File: src/rtl/irq_route_pkg.sv
package irq_route_pkg;
  // Width of a source ID in the acknowledge word
  localparam int ID_W = 10;
  // Returned when no source qualifies
  localparam int IDLE_ID = 1023;

  // Shared-bank byte offsets
  localparam int G_CTRL       = 'h000;
  localparam int G_EN_SET     = 'h030;
  localparam int G_EN_CLR     = 'h034;
  localparam int G_ROUTE_BASE = 'h100;

  // Per-CPU-bank byte offsets
  localparam int C_ACK     = 'h44;
  localparam int C_MSK_SET = 'h48;
  localparam int C_MSK_CLR = 'h4C;
endpackage

File: src/rtl/irq_src_bank.sv
module irq_src_bank
  import irq_route_pkg::*;
#(
  parameter int NSRC = 32,
  parameter int NCPU = 4,
  parameter int AW   = 12,
  parameter int DW   = 32
) (
  input  logic                       clk,
  input  logic                       rst_n,
  input  logic                       we,
  input  logic                       re,
  input  logic [AW-1:0]              addr,
  input  logic [DW-1:0]              wdata,
  output logic [DW-1:0]              rdata,
  output logic [NSRC-1:0]            en_o,
  output logic [NSRC-1:0][NCPU-1:0]  route_o
);
  localparam int SW      = (NSRC > 1) ? $clog2(NSRC) : 1;
  localparam int RT_LAST = G_ROUTE_BASE + 4 * NSRC - 4;

  logic                      idx_ok;
  logic [SW-1:0]             idx;
  logic                      rt_hit;
  logic [SW-1:0]             rt_idx;
  logic [NSRC-1:0]           en_q;
  logic [NSRC-1:0][NCPU-1:0] route_q;
  logic [DW-1:0]             rd_next;

  // Whole written value is compared, so large values never alias a source
  assign idx_ok = (wdata < DW'(NSRC));
  assign idx    = wdata[SW-1:0];

  assign rt_hit = (int'(addr) >= G_ROUTE_BASE) && (int'(addr) <= RT_LAST) &&
                  (addr[1:0] == 2'b00);
  assign rt_idx = SW'((addr - AW'(G_ROUTE_BASE)) >> 2);

  always_ff @(posedge clk or negedge rst_n) begin
    if (!rst_n) begin
      en_q <= '0;
    end else if (we && idx_ok) begin
      if (addr == AW'(G_EN_SET))      en_q[idx] <= 1'b1;
      else if (addr == AW'(G_EN_CLR)) en_q[idx] <= 1'b0;
    end
  end

  for (genvar s = 0; s < NSRC; s++) begin : g_route
    always_ff @(posedge clk or negedge rst_n) begin
      if (!rst_n)                                  route_q[s] <= '0;
      else if (we && rt_hit && rt_idx == SW'(s))   route_q[s] <= wdata[NCPU-1:0];
    end
  end

  always_comb begin
    rd_next = '0;
    if (addr == AW'(G_CTRL))  rd_next[ID_W+1:2]  = ID_W'(NSRC);
    else if (rt_hit)          rd_next[NCPU-1:0] = route_q[rt_idx];
  end

  always_ff @(posedge clk or negedge rst_n) begin
    if (!rst_n) rdata <= '0;
    else        rdata <= re ? rd_next : '0;
  end

  assign en_o    = en_q;
  assign route_o = route_q;


  en_set_chk: assert property (@(posedge clk) disable iff (!rst_n)
    (we && idx_ok && addr == AW'(G_EN_SET)) |=> en_q[$past(idx)]);

  en_clr_chk: assert property (@(posedge clk) disable iff (!rst_n)
    (we && idx_ok && addr == AW'(G_EN_CLR)) |=> !en_q[$past(idx)]);

  en_range_chk: assert property (@(posedge clk) disable iff (!rst_n)
    (we && !idx_ok) |=> $stable(en_q));

  route_wr_chk: assert property (@(posedge clk) disable iff (!rst_n)
    (we && rt_hit) |=> route_q[$past(rt_idx)] == $past(wdata[NCPU-1:0]));
endmodule

File: src/rtl/irq_mask_bank.sv
module irq_mask_bank
  import irq_route_pkg::*;
#(
  parameter int NSRC = 32,
  parameter int NCPU = 4,
  parameter int AW   = 8,
  parameter int DW   = 32,
  parameter int CW   = 2
) (
  input  logic                       clk,
  input  logic                       rst_n,
  input  logic                       we,
  input  logic [CW-1:0]              sel,
  input  logic [AW-1:0]              addr,
  input  logic [DW-1:0]              wdata,
  output logic [NCPU-1:0][NSRC-1:0]  mask_o
);
  localparam int SW = (NSRC > 1) ? $clog2(NSRC) : 1;

  logic                      idx_ok;
  logic [SW-1:0]             idx;
  logic [NCPU-1:0][NSRC-1:0] mask_q;

  assign idx_ok = (wdata < DW'(NSRC));
  assign idx    = wdata[SW-1:0];

  for (genvar c = 0; c < NCPU; c++) begin : g_cpu
    always_ff @(posedge clk or negedge rst_n) begin
      if (!rst_n) begin
        mask_q[c] <= '1;
      end else if (we && idx_ok && sel == CW'(c)) begin
        if (addr == AW'(C_MSK_SET))      mask_q[c][idx] <= 1'b1;
        else if (addr == AW'(C_MSK_CLR)) mask_q[c][idx] <= 1'b0;
      end
    end


    mask_other_chk: assert property (@(posedge clk) disable iff (!rst_n)
      (!we || sel != CW'(c)) |=> $stable(mask_q[c]));
  end

  assign mask_o = mask_q;
endmodule

File: src/rtl/irq_pick.sv
module irq_pick
  import irq_route_pkg::*;
#(
  parameter int NSRC = 32
) (
  input  logic             clk,
  input  logic             rst_n,
  input  logic [NSRC-1:0]  cand,
  output logic             any,
  output logic [ID_W-1:0]  id
);
  logic [NSRC-1:0] below;

  // Downward scan: the last hit written is the lowest index
  always_comb begin
    any = 1'b0;
    id  = ID_W'(IDLE_ID);
    for (int i = NSRC - 1; i >= 0; i--) begin
      if (cand[i]) begin
        any = 1'b1;
        id  = ID_W'(i);
      end
    end
  end

  assign below = (NSRC'(1) << id) - NSRC'(1);


  pick_hit_chk: assert property (@(posedge clk) disable iff (!rst_n)
    any |-> cand[id]);

  pick_low_chk: assert property (@(posedge clk) disable iff (!rst_n)
    any |-> ((cand & below) == '0));

  pick_idle_chk: assert property (@(posedge clk) disable iff (!rst_n)
    (cand == '0) |-> (id == ID_W'(IDLE_ID)));
endmodule

File: src/rtl/irq_route_ctrl.sv
module irq_route_ctrl
  import irq_route_pkg::*;
#(
  parameter int NSRC     = 32,
  parameter int NCPU     = 4,
  parameter int TIMER_ID = 5,
  parameter int G_AW     = 12,
  parameter int C_AW     = 8,
  parameter int DW       = 32,
  localparam int CW      = (NCPU > 1) ? $clog2(NCPU) : 1
) (
  input  logic             clk,
  input  logic             rst_n,
  input  logic [NSRC-1:0]  irq_src_i,
  input  logic             g_we,
  input  logic             g_re,
  input  logic [G_AW-1:0]  g_addr,
  input  logic [DW-1:0]    g_wdata,
  output logic [DW-1:0]    g_rdata,
  input  logic [CW-1:0]    c_sel,
  input  logic             c_we,
  input  logic             c_re,
  input  logic [C_AW-1:0]  c_addr,
  input  logic [DW-1:0]    c_wdata,
  output logic [DW-1:0]    c_rdata,
  output logic [NCPU-1:0]  cpu_irq_o
);
  localparam logic [NSRC-1:0] TMR_BIT = NSRC'(1) << TIMER_ID;

  logic [NSRC-1:0]            en;
  logic [NSRC-1:0][NCPU-1:0]  route;
  logic [NCPU-1:0][NSRC-1:0]  mask;
  logic [NSRC-1:0]            gate;
  logic [NCPU-1:0][NSRC-1:0]  cand;
  logic [NCPU-1:0]            any;
  logic [NCPU-1:0][ID_W-1:0]  pick_id;
  logic [NCPU-1:0]            irq_q;

  irq_src_bank #(.NSRC(NSRC), .NCPU(NCPU), .AW(G_AW), .DW(DW)) u_src (
    .clk(clk), .rst_n(rst_n), .we(g_we), .re(g_re), .addr(g_addr),
    .wdata(g_wdata), .rdata(g_rdata), .en_o(en), .route_o(route)
  );

  irq_mask_bank #(.NSRC(NSRC), .NCPU(NCPU), .AW(C_AW), .DW(DW), .CW(CW)) u_mask (
    .clk(clk), .rst_n(rst_n), .we(c_we), .sel(c_sel), .addr(c_addr),
    .wdata(c_wdata), .mask_o(mask)
  );

  // Timer source bypasses the shared enable
  assign gate = en | TMR_BIT;

  for (genvar c = 0; c < NCPU; c++) begin : g_cpu
    for (genvar s = 0; s < NSRC; s++) begin : g_src
      assign cand[c][s] = irq_src_i[s] & gate[s] & route[s][c] & ~mask[c][s];
    end

    irq_pick #(.NSRC(NSRC)) u_pick (
      .clk(clk), .rst_n(rst_n), .cand(cand[c]), .any(any[c]), .id(pick_id[c])
    );

    always_ff @(posedge clk or negedge rst_n) begin
      if (!rst_n) irq_q[c] <= 1'b0;
      else        irq_q[c] <= any[c];
    end


    irq_drop_chk: assert property (@(posedge clk) disable iff (!rst_n)
      !any[c] |=> !cpu_irq_o[c]);

    timer_chk: assert property (@(posedge clk) disable iff (!rst_n)
      (irq_src_i[TIMER_ID] && route[TIMER_ID][c] && !mask[c][TIMER_ID]) |=> cpu_irq_o[c]);
  end

  always_ff @(posedge clk or negedge rst_n) begin
    if (!rst_n)                                c_rdata <= '0;
    else if (c_re && c_addr == C_AW'(C_ACK))   c_rdata <= DW'(pick_id[c_sel]);
    else                                       c_rdata <= '0;
  end

  assign cpu_irq_o = irq_q;


  ack_idle_chk: assert property (@(posedge clk) disable iff (!rst_n)
    (c_re && c_addr == C_AW'(C_ACK) && !any[c_sel]) |=> (c_rdata[ID_W-1:0] == ID_W'(IDLE_ID)));
endmodule

File: config.mk
export PLATFORM = sky130hd
export DESIGN_NAME = irq_route_ctrl
export DESIGN_NICKNAME = d
export VERILOG_FILES = /design/src/rtl/irq_route_pkg.sv /design/src/rtl/irq_src_bank.sv /design/src/rtl/irq_mask_bank.sv /design/src/rtl/irq_pick.sv /design/src/rtl/irq_route_ctrl.sv
export SDC_FILE = /design/constraint.sdc
export NUM_CORES = 1
export LEC_CHECK = 0
export ABC_AREA = 1
export BUFFER_PORTS_ARGS = -buffer_cell sky130_fd_sc_hd__buf_2
export CAP_MARGIN = 20
export CELL_PAD_IN_SITES_DETAIL_PLACEMENT = 2
export CELL_PAD_IN_SITES_GLOBAL_PLACEMENT = 2
export CORE_ASPECT_RATIO = 0.5
export CORE_MARGIN = 2
export CORE_UTILIZATION = 37
export CTS_BUF_LIST = sky130_fd_sc_hd__clkbuf_2
export DETAILED_ROUTE_END_ITERATION = 10
export PLACE_DENSITY_LB_ADDON = 0.2
export SLEW_MARGIN = 20
export SYNTH_ARGS = -nofsm -noshare
export SYNTH_HDL_FRONTEND = slang
export SYNTH_SLANG_ARGS = --single-unit
File: constraint.sdc
create_clock -name clk -period 4.7 [get_ports clk]
set_clock_uncertainty 0.1 [all_clocks]
set_input_delay 0 -clock clk [delete_from_list [all_inputs] [get_ports clk]]
set_output_delay 0 -clock clk [all_outputs]
set_load 0.02 [all_outputs]
== Word-level counts from Yosys, hierarchy flattened ==
Index checks and enable logic that the tools add are counted.

* Bits in registers: 334
* Input port bits: 124
* Output and inout bits: 68
* Word-level logic and storage cells: 855

* Add/sub/neg operators: 1
* $lt $le $gt $ge: 10
* Equal/unequal tests: 39
* Mux-type cells: 280
* Bitwise operators: 427
* Reduce and logical (&&, ||, !) cells: 55

{| class="wikitable"
|+ Operators with widths
! cell !! number
|-
| 10-bit 2-to-1 mux || 130
|-
| 32-bit 2-to-1 mux || 10
|-
| 1-bit bitwise AND || 287
|-
| 32-bit bitwise AND || 5
|-
| 32-bit bitwise OR || 5
|-
| 1-bit 2-to-1 mux || 130
|-
| 1-bit inverter || 128
|-
| 5-bit equality test (second input constant) || 16
|-
| 32-bit by 6-bit < comparator with 1-bit output (second input constant) || 2
|-
| 32-bit inverter || 2
|-
| 1-bit logical AND || 44
|-
| 5-bit by 4-bit equality test with 1-bit output (second input constant) || 8
|-
| 12-bit by 6-bit equality test with 1-bit output (second input constant) || 2
|-
| 8-bit by 7-bit equality test with 1-bit output (second input constant) || 3
|-
| 10-bit binary-select mux with 2-bit select || 1
|-
| 4-bit binary-select mux with 5-bit select || 1
|-
| 5-bit by 3-bit equality test with 1-bit output (second input constant) || 4
|-
| 5-bit by 6-bit < comparator with 1-bit output (second input constant) || 3
|-
| 12-bit by 9-bit >= comparator with 1-bit output (second input constant) || 1
|-
| 12-bit by 9-bit less-or-equal comparator with 1-bit output (second input constant) || 1
|-
| 12-bit logical NOT || 1
|-
| 4-bit 2-to-1 mux || 3
|-
| 1-bit demux with 5-bit select || 2
|-
| 5-bit by 2-bit equality test with 1-bit output (second input constant) || 2
|-
| 12 further kinds || 21
|}

== Depth between registers and ports, before layout ==
* Depth in word-level cells: 38
* Depth in mapped cells: 34
* Depth with buffers taken out: 34

== By module ==
A second synthesis with hierarchy kept.

* Cells, all modules: 2983
* Area, all modules: 20532.2 µm²

{| class="wikitable"
|+ By module, submodules not included
! module !! instances !! cells each !! area each (µm²) !! seq. area each (µm²)
|-
| irq_src_bank || 1 || 1161 || 8908.5 || 4129.0
|-
| irq_mask_bank || 1 || 1058 || 7563.5 || 3363.2
|-
| irq_route_ctrl || 1 || 344 || 2198.4 || 350.3
|-
| irq_pick || 4 || 105 || 465.4 || 0.0
|}

== Least setup slack after synthesis ==
OpenSTA, ideal clock, no wires.

* Kind: register to register
* Start: register with a tool-made name
* End: register c_rdata[0]
* Setup time: 0.114 ns
* Data arrival time: 1.960 ns
* Data required time: 4.486 ns
* Setup slack: 2.526 ns
* Stages on the path, launching flop included: 34
* Buffers on the path: 0
* Clock period less this slack: 2.174 ns
* Cell sequence: dfstp_2 > nor2_2 > nand2_1 > nand2_1 > nand2_1 > nand2_1 > nand2_1 > nand2_1 > nand2_1 > nand2_1 > nand2_1 > nand2_1 > nand2_1 > nand2_1 > nand2_1 > nand2_1 > nand2_1 > nand2_1 > nand2_1 > nand2_1 > nand2_1 > nand2_1 > nand2_1 > nand2_1 > nand2_1 > nand2_1 > nand2_1 > nand2_1 > nand2_1 > nand2_1 > nand2_1 > nand2_1 > nand3_1 > nor2_1

{| class="wikitable"
|+ RTL lines
! item !! RTL line !! text
|-
| end signal: assignment || irq_route_ctrl.sv:76 || <nowiki>else if (c_re && c_addr == C_AW'(C_ACK)) c_rdata <= DW'(pick_id[c_sel]);</nowiki>
|-
| end: declaration || irq_route_ctrl.sv:25 || <nowiki>output logic [DW-1:0] c_rdata,</nowiki>
|}

==> run_results.csv <==
group,metric,value,unit
die,num_rows,54,
finish,multiInputGateArea,6860,um^2
die,io_pins,192,
drt,via_per_inst,5.69,
yosys,synth_top_family_by_area,"simple AND/OR/NAND/NOR gates",
die,core,43600,um^2
clock_network,cts_tree,"done",
clock_network,postCtsSetupRepairBufs,0,
sta,slew_violations,0,
yosys,synthCells,2253,
finish,seqCellArea,7720,um^2
yosys,muxShareOfSynthArea,0,
power,power_density,267,nW/um^2
yosys,synth_compound_area_frac,0.145,
die,die_area,45900,um^2
sta,whs,-0.0912,ns
yosys,ys_ff_latch,302,
clock_network,worst_skew_pair.late_latency,1.13,ns
drt,firstDrtPassIters,5,
sta,hold_viol_final,8,
global_routing,grt_pass1_wl,129000,um
finish,area_growth,18.8,%
power,power.total,5.17,mW
sta,grt_setup_unrepaired,"false",
yosys,synthAdderAreaFrac,0,
sta,tightestPinTransition,1.14,ns
setup_path,cp-end-kind,"flip-flop",
power,p_leak,9.72,nW
yosys,synth_area_per_cell,7.25,um^2
drt,wire_per_inst,26.9,um
die,fp.dieW,301,um
sta,min_period,4.47,ns
global_routing,grt.overflow.total,0,
finish,fillers,5167,
global_routing,track_usage,0.378,
sta,tns,0,ns
sta,clock.fmax,224,MHz
finish,drive_above_1_share,0.191,
run,max_cap_viol_count,0,
placement,place_hpwl,54000,um
drt,drc_errors,0,
drt,vias,18200,
clock_network,cts_max_path_buffers,3,
finish,nets,2666,
global_routing,first_global_vias,20100,
clock_network,cts_sinks,302,
global_routing,antenna_found_initial,10,
finish,finalNonFillerCells,3194,
die,fp.dieH,153,um
placement,gp_congestion,0.950,
yosys,syn_area,16300,um^2
placement,io_buffers,142,
setup_path,crit_fanout,7,
global_routing,grt_max_degree,95,
sta,final-setup-viol-count,0,
yosys,yosysUniqueCellTypes,35,
drt,totalWireLength,86000,um
run_status,failed_checks,"negative hold slack",
yosys,ys_seq_area_frac,0.473,
yosys,synth_warnings,0,
sta,worst_slack,0.227,ns
setup_path,cp.arrival,5.32,ns
yosys,synth_simple_gate_area_share,0.263,
setup_path,path_class,"reg2reg",
placement,dp_cells,2931,
sta,max-slew-margin-rel,0.237,
placement,pre_cts_slack,1.86,ns
drt,drt_iter0_drc,1685,
clock_network,clk_pin_slew,0.21,ns
sta,fin_crit_sh,0.952,
setup_path,critPathLaunchType,"flip-flop",
worst_hold_path,hold_path_class,"in2async",
power,ir_drop,112,uV
die,initial_core_util,0.375,
drt,drtAntennaViolNets,0,
clock_network,cts-htree-levels,3,
clock_network,clock_tree.root_cell,"clkbuf_2",
run_status,status,"finished with violations",
yosys,synth_xor_area_frac,0,
clock_network,numCtsBuffers,78,
setup_path,critical_path_required,5.55,ns
-- final timing paths --
path	from	end	slack (ns)	cells past startpoint
setup reg to reg	flip-flop	c_rdata[3]	0.23	13
setup / recovery	flip-flop	c_rdata[3]	0.23	13
max in group asynchronous	rst_n	u_src.route_o[76]	3.68	4
hold reg to reg	flip-flop	flip-flop	0.42	2
hold / removal	rst_n	c_rdata[8]	-0.09	4
min in group clk	g_wdata[15]	flip-flop	0.02	9
-- where the power goes --
part | switching, mW | internal (mW) | total, mW
sequential | 0.00525 | 2.61 | 2.61
clock | 1.35 | 0.761 | 2.11
combinational | 0.331 | 0.114 | 0.445
total | 1.69 | 3.48 | 5.17
-- synthesized netlist by cell type (all sizes together) --
master / number / area (um^2)
clkinv: 4 / 16.3
bufinv: 3 / 52.6
nor3: 21 / 105
dfrtp: 174 / 4350
nand3b: 1 / 7.51
a211oi: 5 / 37.5
clkbuf: 52 / 195
o22ai: 64 / 400
o21bai: 1 / 7.51
nand4: 13 / 81.3
conb: 1 / 3.75
nor2: 142 / 536
a31oi: 7 / 43.8
dfstp: 128 / 3360
o21ai: 330 / 1650
inv: 339 / 1270
or3: 1 / 6.26
a41oi: 6 / 52.6
o31ai: 4 / 30.0
nand3: 155 / 791
nor3b: 1 / 7.51
nand2: 697 / 2620
and2: 8 / 50.1
a311oi: 4 / 35.0
nor4: 14 / 87.6
buf: 58 / 417
a21boi: 3 / 22.5
a21oi: 17 / 85.1
-- placed cells by master, fill, tap and decap left out, types with 5 or more instances in the layout --
cell type / netlist / layout
buf_4: 53 / 9
nor2_1: 141 / 139
conb_1: 1 / 49
o22ai_1: 64 / 64
a31oi_1: 7 / 7
buf_2: 0 / 141
nor3_1: 21 / 21
nand4_1: 13 / 13
dfstp_2: 128 / 128
dfrtp_1: 174 / 174
and2_1: 8 / 8
o21ai_1: 237 / 237
nand3_1: 152 / 152
nor4_1: 14 / 14
a21oi_1: 17 / 16
inv_1: 274 / 270
o21ai_0: 93 / 93
nand2_1: 696 / 694
a41oi_1: 6 / 6
dlygate4sd3_1: 0 / 118
a211oi_1: 5 / 5
clkinv_1: 3 / 11
clkbuf_2: 0 / 128
inv_2: 65 / 72
-- cell type report --
type | instances | area share
well taps | 588 | 0.0379
flip-flops and latches | 302 | 0.398
repair buffers | 271 | 0.104
multi-input cells | 1543 | 0.354
clock inverters | 14 | 0.00413
inverters | 346 | 0.0692
diodes | 2 | 0.000258
clock buffers | 128 | 0.0330
-- metrics by stage --
| step | util | cell area (um^2) |
|---|---|---|
| detailed placement | 0.401 | 17500 |
| finish | 0.445 | 19400 |
| global route | 0.445 | 19400 |
| floorplan | - | 16500 |
| global placement | 0.401 | 17500 |
| CTS | 0.445 | 19400 |
-- worst max-delay path, stage by stage, from the launching register on --
cell           delay, ns
dfrtp_1             0.40
nand2_1             0.16
inv_2               0.11
nand3_1             0.09
nand2_1             0.08
dlygate4sd3_1       0.57
nor2_1              0.33
dlygate4sd3_1       0.71
a31oi_1             0.11
o21ai_0             0.19
nand3_1             0.11
dlygate4sd3_1       0.57
nor2_1              0.22
dlygate4sd3_1       0.64
-- repair_timing --
item	in CTS	in global routing
setup endpoints to repair	0	6
hold endpoints to repair	570	25
resized for setup	0	1
hold buffers	118	2
-- metal layers --
layer  vias to the layer above  track usage  part of all wire
met1                      9313        0.496              0.42
met4                         6        0.154             0.041
met5                         -            0           0.00091
li1                       7735            -                 -
met2                       875        0.582              0.44
met3                       250        0.114             0.095
-- logic make-up (layout without fill, tap and decap cells) --
family / Yosys count / after routing
AOI/OAI and AO/OA: 441 / 441
buffers and inverters: 456 / 759
DFF: 302 / 302
other: 1 / 51
and+or+nand+nor: 1053 / 1053
(Power assumes the default switching activity.)
